`src/rtl/s2p_pkg.sv`:
```
`timescale 1ns/1ps
package s2p_pkg;

  // Position that follows cur in a word of the given width (wraps to 0).
  function automatic int slot_after(int cur, int width);
    return (cur >= width - 1) ? 0 : cur + 1;
  endfunction

  // True when cur is the last position of a word.
  function automatic bit slot_is_last(int cur, int width);
    return cur == width - 1;
  endfunction

endpackage

```
`src/rtl/s2p_slot_ctr.sv`:
```
`timescale 1ns/1ps
module s2p_slot_ctr #(
  parameter int WIDTH = 8,
  localparam int IW = (WIDTH > 1) ? $clog2(WIDTH) : 1
) (
  input  logic          clk,
  input  logic          rst,
  input  logic          adv,
  output logic [IW-1:0] slot_o,
  output logic          wrap_o
);
  import s2p_pkg::*;

  logic [IW-1:0] slot_q;
  logic [IW-1:0] slot_step;

  assign slot_step = IW'(slot_after(32'(slot_q), WIDTH));
  assign wrap_o    = adv && slot_is_last(32'(slot_q), WIDTH);
  assign slot_o    = slot_q;

  always_ff @(posedge clk) begin
    if (rst)      slot_q <= '0;
    else if (adv) slot_q <= slot_step;
  end


  slot_hold_chk: assert property (@(posedge clk) disable iff (rst)
    !adv |=> $stable(slot_o));

  slot_wrap_chk: assert property (@(posedge clk) disable iff (rst)
    wrap_o |=> (slot_o == '0));

  slot_range_chk: assert property (@(posedge clk) disable iff (rst)
    32'(slot_o) < WIDTH);

endmodule

```
`src/rtl/s2p_bit_steer.sv`:
```
`timescale 1ns/1ps
module s2p_bit_steer #(
  parameter int WIDTH = 8,
  localparam int IW = (WIDTH > 1) ? $clog2(WIDTH) : 1
) (
  input  logic             clk,
  input  logic             rst,
  input  logic             adv,
  input  logic [IW-1:0]    sel,
  input  logic             din,
  output logic [WIDTH-1:0] cell_q,
  output logic [WIDTH-1:0] cell_nxt
);

  for (genvar j = 0; j < WIDTH; j++) begin : g_cell
    logic hit;
    assign hit         = adv && (sel == IW'(j));
    assign cell_nxt[j] = hit ? din : cell_q[j];

    always_ff @(posedge clk) begin
      if (rst) cell_q[j] <= 1'b0;
      else     cell_q[j] <= cell_nxt[j];
    end


    cell_keep_chk: assert property (@(posedge clk) disable iff (rst)
      !(adv && (sel == IW'(j))) |=> $stable(cell_q[j]));

    cell_take_chk: assert property (@(posedge clk) disable iff (rst)
      (adv && (sel == IW'(j))) |=> (cell_q[j] == $past(din)));
  end

endmodule

```
`src/rtl/s2p_word_hold.sv`:
```
`timescale 1ns/1ps
module s2p_word_hold #(
  parameter int WIDTH = 8
) (
  input  logic             clk,
  input  logic             rst,
  input  logic             load,
  input  logic [WIDTH-1:0] word_in,
  output logic [WIDTH-1:0] word_out,
  output logic             rdy
);

  always_ff @(posedge clk) begin
    if (rst) begin
      word_out <= '0;
      rdy      <= 1'b0;
    end else begin
      rdy <= load;
      if (load) word_out <= word_in;
    end
  end


  rdy_single_chk: assert property (@(posedge clk) disable iff (rst)
    rdy |=> !rdy);

endmodule

```
`src/rtl/serial_word_assembler.sv`:
```
`timescale 1ns/1ps
module serial_word_assembler #(
  parameter int WIDTH = 8,
  localparam int IW = (WIDTH > 1) ? $clog2(WIDTH) : 1
) (
  input  logic             clk,
  input  logic             rst,
  input  logic             bit_strobe,
  input  logic             ser_bit,
  output logic [WIDTH-1:0] par_word,
  output logic             word_ready
);

  // Named internal events
  logic [IW-1:0]    cur_slot;
  logic             word_done;
  logic [WIDTH-1:0] cells;
  logic [WIDTH-1:0] cells_next;

  s2p_slot_ctr #(.WIDTH(WIDTH)) ctr_i (
    .clk    (clk),
    .rst    (rst),
    .adv    (bit_strobe),
    .slot_o (cur_slot),
    .wrap_o (word_done)
  );

  s2p_bit_steer #(.WIDTH(WIDTH)) steer_i (
    .clk      (clk),
    .rst      (rst),
    .adv      (bit_strobe),
    .sel      (cur_slot),
    .din      (ser_bit),
    .cell_q   (cells),
    .cell_nxt (cells_next)
  );

  s2p_word_hold #(.WIDTH(WIDTH)) hold_i (
    .clk      (clk),
    .rst      (rst),
    .load     (word_done),
    .word_in  (cells_next),
    .word_out (par_word),
    .rdy      (word_ready)
  );

  initial begin

    width_min_chk: assert (WIDTH >= 2);
  end


  word_stable_chk: assert property (@(posedge clk) disable iff (rst)
    !word_done |=> $stable(par_word));

  ready_follows_done_chk: assert property (@(posedge clk) disable iff (rst)
    word_done |=> word_ready);

  idle_no_ready_chk: assert property (@(posedge clk) disable iff (rst)
    !bit_strobe |=> !word_ready);

endmodule

```
`config.mk`:
```
export PLATFORM = sky130hd
export DESIGN_NAME = serial_word_assembler
export DESIGN_NICKNAME = d
export VERILOG_FILES = /design/src/rtl/s2p_pkg.sv /design/src/rtl/s2p_slot_ctr.sv /design/src/rtl/s2p_bit_steer.sv /design/src/rtl/s2p_word_hold.sv /design/src/rtl/serial_word_assembler.sv
export SDC_FILE = /design/constraint.sdc
export NUM_CORES = 1
export LEC_CHECK = 0
export ABC_AREA = 0
export BUFFER_PORTS_ARGS = -buffer_cell sky130_fd_sc_hd__buf_2
export CAP_MARGIN = 25
export CORE_MARGIN = 10
export CORE_UTILIZATION = 40
export CTS_BUF_LIST = sky130_fd_sc_hd__clkbuf_2 sky130_fd_sc_hd__clkbuf_4 sky130_fd_sc_hd__clkbuf_8
export DETAILED_ROUTE_END_ITERATION = 7
export HOLD_SLACK_MARGIN = 0.08
export PLACE_DENSITY = 0.64
export RECOVER_POWER = 50
export SETUP_SLACK_MARGIN = 0.2
export SKIP_CTS_REPAIR_TIMING = 1
export SLEW_MARGIN = 0
export SYNTH_ARGS = -nofsm -noshare
export SYNTH_HDL_FRONTEND = slang
export SYNTH_SLANG_ARGS = --single-unit
```
`constraint.sdc`:
```
create_clock -name clk -period 1.81 [get_ports clk]
set_input_delay 0.362 -clock clk [delete_from_list [all_inputs] [get_ports clk]]
set_output_delay 0.362 -clock clk [all_outputs]
set_load 0.005 [all_outputs]
```
# Word level (Yosys, flattened, before mapping)
# Cells that the tools add are included.
classes:
  n_addsub: 1
  order_cmp: 1
  n_eq_ne: 8
  muxes: 9
  n_reduce_logical: 10
op_table:
  columns: ["op", "count"]
  rows:
  - ["$eq A3 B3 Y1 const B", 4]
  - ["$logic_and A1 B1 Y1", 9]
  - ["$mux W1", 8]
  - ["$eq A3 B1 Y1 const B", 2]
  - ["$eq A3 B2 Y1 const B", 2]
  - ["$add A3 B1 Y3 const B", 1]
  - ["$ge A3 B3 Y1 const B", 1]
  - ["$logic_not A3 Y1", 1]
  - ["$mux W3", 1]
totals:
  regBits: 20
  inputBits: 4
  out_inout_bits: 9
  word_cells: 40

# Longest topological paths before layout
logic_depth:
  word_depth: 3
  ltp_mapped: 7

# By module
# From an unflattened synthesis, not the netlist that was laid out.
hier_totals:
  cells_unflattened: 85
  area_unflattened_um2: 950.9
modules_own_cells:
  columns: ["module", "n_inst", "cells_per_inst", "area_each_um2"]
  rows:
  - ["s2p_bit_steer", 1, 42, 475.5]
  - ["s2p_word_hold", 1, 28, 312.8]
  - ["s2p_slot_ctr", 1, 15, 162.7]

# Worst setup path before layout
# Ideal clock, no wire load.
synth_path:
  kind: "flip-flop to flip-flop"
  startpoint: "reg ctr_i.slot_q[0] (netlist: ctr_i.slot_o[0])"
  endpoint: "reg hold_i.word_out[4]"
  setup_time_ps: 91
  arrival_time_ps: 1350
  required_time_ps: 1719
  setup_slack_ps: 369
  path_stages_with_launch: 7
  n_path_buf: 2
  cell_sequence: "dfxtp_1 > ha_1 > ha_1 > and2_1 > buf_6 > buf_6 > a311oi_1"
synth_between:
  elab_chain_cells: 3
  elab_cells_between_ends: 5
synth_lines:
  columns: ["element", "line_no", "rtl"]
  rows:
  - ["start: declaration", "s2p_slot_ctr.sv:14", "logic [IW-1:0] slot_q;"]
  - ["start signal: assignment", "s2p_slot_ctr.sv:23", "else if (adv) slot_q <= slot_step;"]
  - ["$eq A3 B3 Y1", "s2p_bit_steer.sv:17", "assign hit = adv && (sel == IW'(j));"]
  - ["$logic_and A1 B1 Y1", "s2p_bit_steer.sv:17", null]
  - ["$mux W1", "s2p_bit_steer.sv:18", "assign cell_nxt[j] = hit ? din : cell_q[j];"]
  - ["end signal: assignment", "s2p_word_hold.sv:19", "if (load) word_out <= word_in;"]
  - ["end: declaration", "s2p_word_hold.sv:9", "output logic [WIDTH-1:0] word_out,"]
# Parallel ways exist; a longest one is shown, timed or not.
# A chain may end at the register's enable or synchronous reset.

# Final worst setup path
layout_path:
  startpoint: "reg ctr_i.slot_q[0] (netlist: ctr_i.slot_o[0])"
  endpoint: "reg hold_i.word_out[6]"
# Same word-level chain as after synthesis.

==> results_dict.tcl <==
set metrics [dict create \
    synth.area.mux_share_pct 11.9 \
    fmaxAchievable_mhz 672 \
    leakage_nw 0.416 \
    cp_data_required_time_ps 2020 \
    numCtsBuffers 3 \
    path_buf_inv 1 \
    grt_pass1_vias 743 \
    ys_top_cells_by_count "dfxtp_1, nor2_1, mux2i_1" \
    synthCells 102 \
    finalCritPeriodShare_pct 82.2 \
    fp.dieW_um 68.1 \
    synth_xor_area_share_pct 0 \
    wl_per_cell_um 12.4 \
    drv_slew 0 \
    cp_max_fo 10 \
    seq_area_frac_synth_pct 41.1 \
    yosys.area_share.adder_pct 8.12 \
    ys_ff_latch 19 \
    syn_area_per_cell_um2 9.07 \
    synth_compound_area_share_pct 8.80 \
    grt_max_degree 20 \
    drtAntennaViolNets 0 \
    fillers 246 \
    drv_cap 0 \
    hpwl_um 1310 \
    fp.dieH_um 68.1 \
    grtUsageMet2_pct 14.0 \
    antenna_found_initial 0 \
    hold_violations 0 \
    clkLatencyLatePin_ps 290 \
    yosysWarnings 0 \
    clkSinkCount 19 \
    finalSetupViolCount 0 \
    drive_gt1_share_pct 14.9 \
    cts_tree "built" \
    yosysMostFrequentCell "dfxtp_1" \
    wl_um 1760 \
    grt_util_all_layers_pct 8.94 \
    yosysTopAreaCell "dfxtp_1" \
    num_rows 17 \
    syn-num-nets 112 \
    layoutNonFillerInstCount 142 \
    cp_cell_sequence "ha_1, ha_1, and2_1, buf_4, nor2_1, a311oi_1" \
    critical_path_class "register to register" \
    critPathArrivalTime_ps 1700 \
    cts_buffer_depth 2 \
    fin_crit_ps 1490 \
    critPathTopFamily "adder cells" \
    peakVddDrop_v 0.000611 \
    netlist_top_cells_area "dfxtp_1, mux2i_1, ha_1, nor2_1, nand3_1" \
    met1_usage_pct 10.7 \
    timing.final.ws_setup_ps 323 \
    tightest_slew_ps 423 \
    crit_path_max_incr_delay_ps 380 \
    ys.flop_type "dfxtp_1" \
    powerDensity_nw_per_um2 697 \
    end_kind "register" \
    status "finished clean" \
    ys_async_sr_fraction_pct 0 \
    cp_common_cell "ha_1" \
    area_growth_pct 10.4 \
    synth_top_family_by_area "simple AND/OR/NAND/NOR gates" \
    yosys.area_share.simple_pct 23.7 \
    diodes 0 \
    rsz0062_at_grt "false" \
    postLayoutCoreUtil_pct 46.2 \
    die-area_um2 4630 \
    grt-ovfl-total 0 \
    place_congestion 0.751 \
    slowest_stage "dfxtp_4" \
    core_um2 2210 \
    busiest_layer "met2" \
    io_buffer_count 12 \
    synth_edf_count 0 \
    firstDrtPassIters 4 \
    clkTransAtPathRegs_ps 110 \
    slew_headroom_pct 71.8 \
    cp-start-kind "register" \
    ctsRootBufferMaster "clkbuf_4" \
    synth_cell_types 20 \
    grt_pass1_wl_um 3260 \
    synth_top_area_share_pct 41.1 \
    via_per_inst 5.01 \
    hp-class "primary input to register" \
    num_io_pins 13 \
    mappedNetlistArea_um2 925 \
    pre_cts_ws_ps 268 \
    start_util_pct 41.8 \
    grt_use_met3_pct 4.40 \
    vias 711 \
    finClkSkew_ps 4.76 \
    remaining_drc_errors 0 \
    dp.cells 138 \
    total_power_w 0.000711 \
    fin_tns_setup_ps 0 \
    initialDrtViolationCount 67 \
    h-tree-depth 1 \
    nets 125 \
]
[report_power, final]
group	internal (W)	leakage (nW)	switching, W
clock	0.0000823	0.0177	0.000127
combinational	0.0000268	0.243	0.0000433
sequential	0.000425	0.155	0.00000709
total	0.000534	0.416	0.000177
[layer usage]
| metal | part of all wire [%] | vias to the layer above |
|---|---|---|
| met4 | 0.68 | 0 |
| met2 | 44 | 14 |
| li1 | - | 370 |
| met5 | 0 | - |
| met1 | 49 | 325 |
| met3 | 7.0 | 2 |
[cells by family (layout without fill, tap and decap cells)]
logic type | count (synthesis) | after routing
AO/OA/AOI/OAI | 10 | 10
adder cells (fa/ha/maj) | 6 | 6
buffers and inverters | 10 | 22
flip-flops | 19 | 19
multiplexers | 11 | 11
AND/OR/NAND/NOR | 46 | 46
[cell type report]
type                       instances  area, µm²  share of cell area (%)
inverter                           3       11.3                    1.10
tap                               28       35.0                    3.43
sequential                        19        388                    38.0
clock buffer                       3       22.5                    2.21
timing repair buffer              15       68.8                    6.74
clock inverter                     1       5.00                   0.490
multi-input combinational         73        490                    48.0
[worst paths after layout]
path	depth (start not counted)	from	endpoint	slack, ps
worst min-delay path	3	ser_bit	hold_i.word_out[7]	420
worst min register to register	2	hold_i.word_out[7]	hold_i.word_out[7]	470
worst max-delay path	6	ctr_i.slot_o[0]	hold_i.word_out[6]	320
worst max register to register	6	ctr_i.slot_o[0]	hold_i.word_out[6]	320
[per-stage QoR]
step	area, µm²	hold slack [ps]
after floorplan	925	453
after global routing	1020	435
after CTS	1020	420
after detailed placement	995	452
final	1020	423
after global placement	995	443
[sequential cells by signal, summed over array words and instances, names as in the netlist]
| name | count |
|---|---|
| ctr_i.slot_o | 3 |
| hold_i.rdy | 1 |
| hold_i.word_out | 8 |
| steer_i.cell_q | 7 |
[worst reg2reg max path, cell delays in order, from the launching register on]
cell      delay, ps
dfxtp_4         380
ha_1            180
ha_1            230
and2_1          170
buf_4           170
nor2_1           50
a311oi_1        220
[cell usage in the layout, fill, tap and decap left out]
| cell | instances |
|---|---|
| ha_1 | 6 |
| inv_1 | 3 |
| nor2_1 | 16 |
| nand2b_1 | 5 |
| a311oi_1 | 3 |
| clkbuf_4 | 3 |
| nand2_1 | 10 |
| a21oi_1 | 3 |
| a211oi_2 | 3 |
| nand3b_1 | 3 |
| clkbuf_1 | 9 |
| nor2_2 | 2 |
| dfxtp_1 | 17 |
| and2_1 | 1 |
| buf_4 | 2 |
| mux2i_1 | 11 |
| nand3_1 | 8 |
| a211oi_1 | 1 |
| buf_2 | 4 |
| nand4b_1 | 1 |
| dfxtp_4 | 2 |
| clkinv_2 | 1 |
Note: power is estimated with default switching activity, not from simulation.
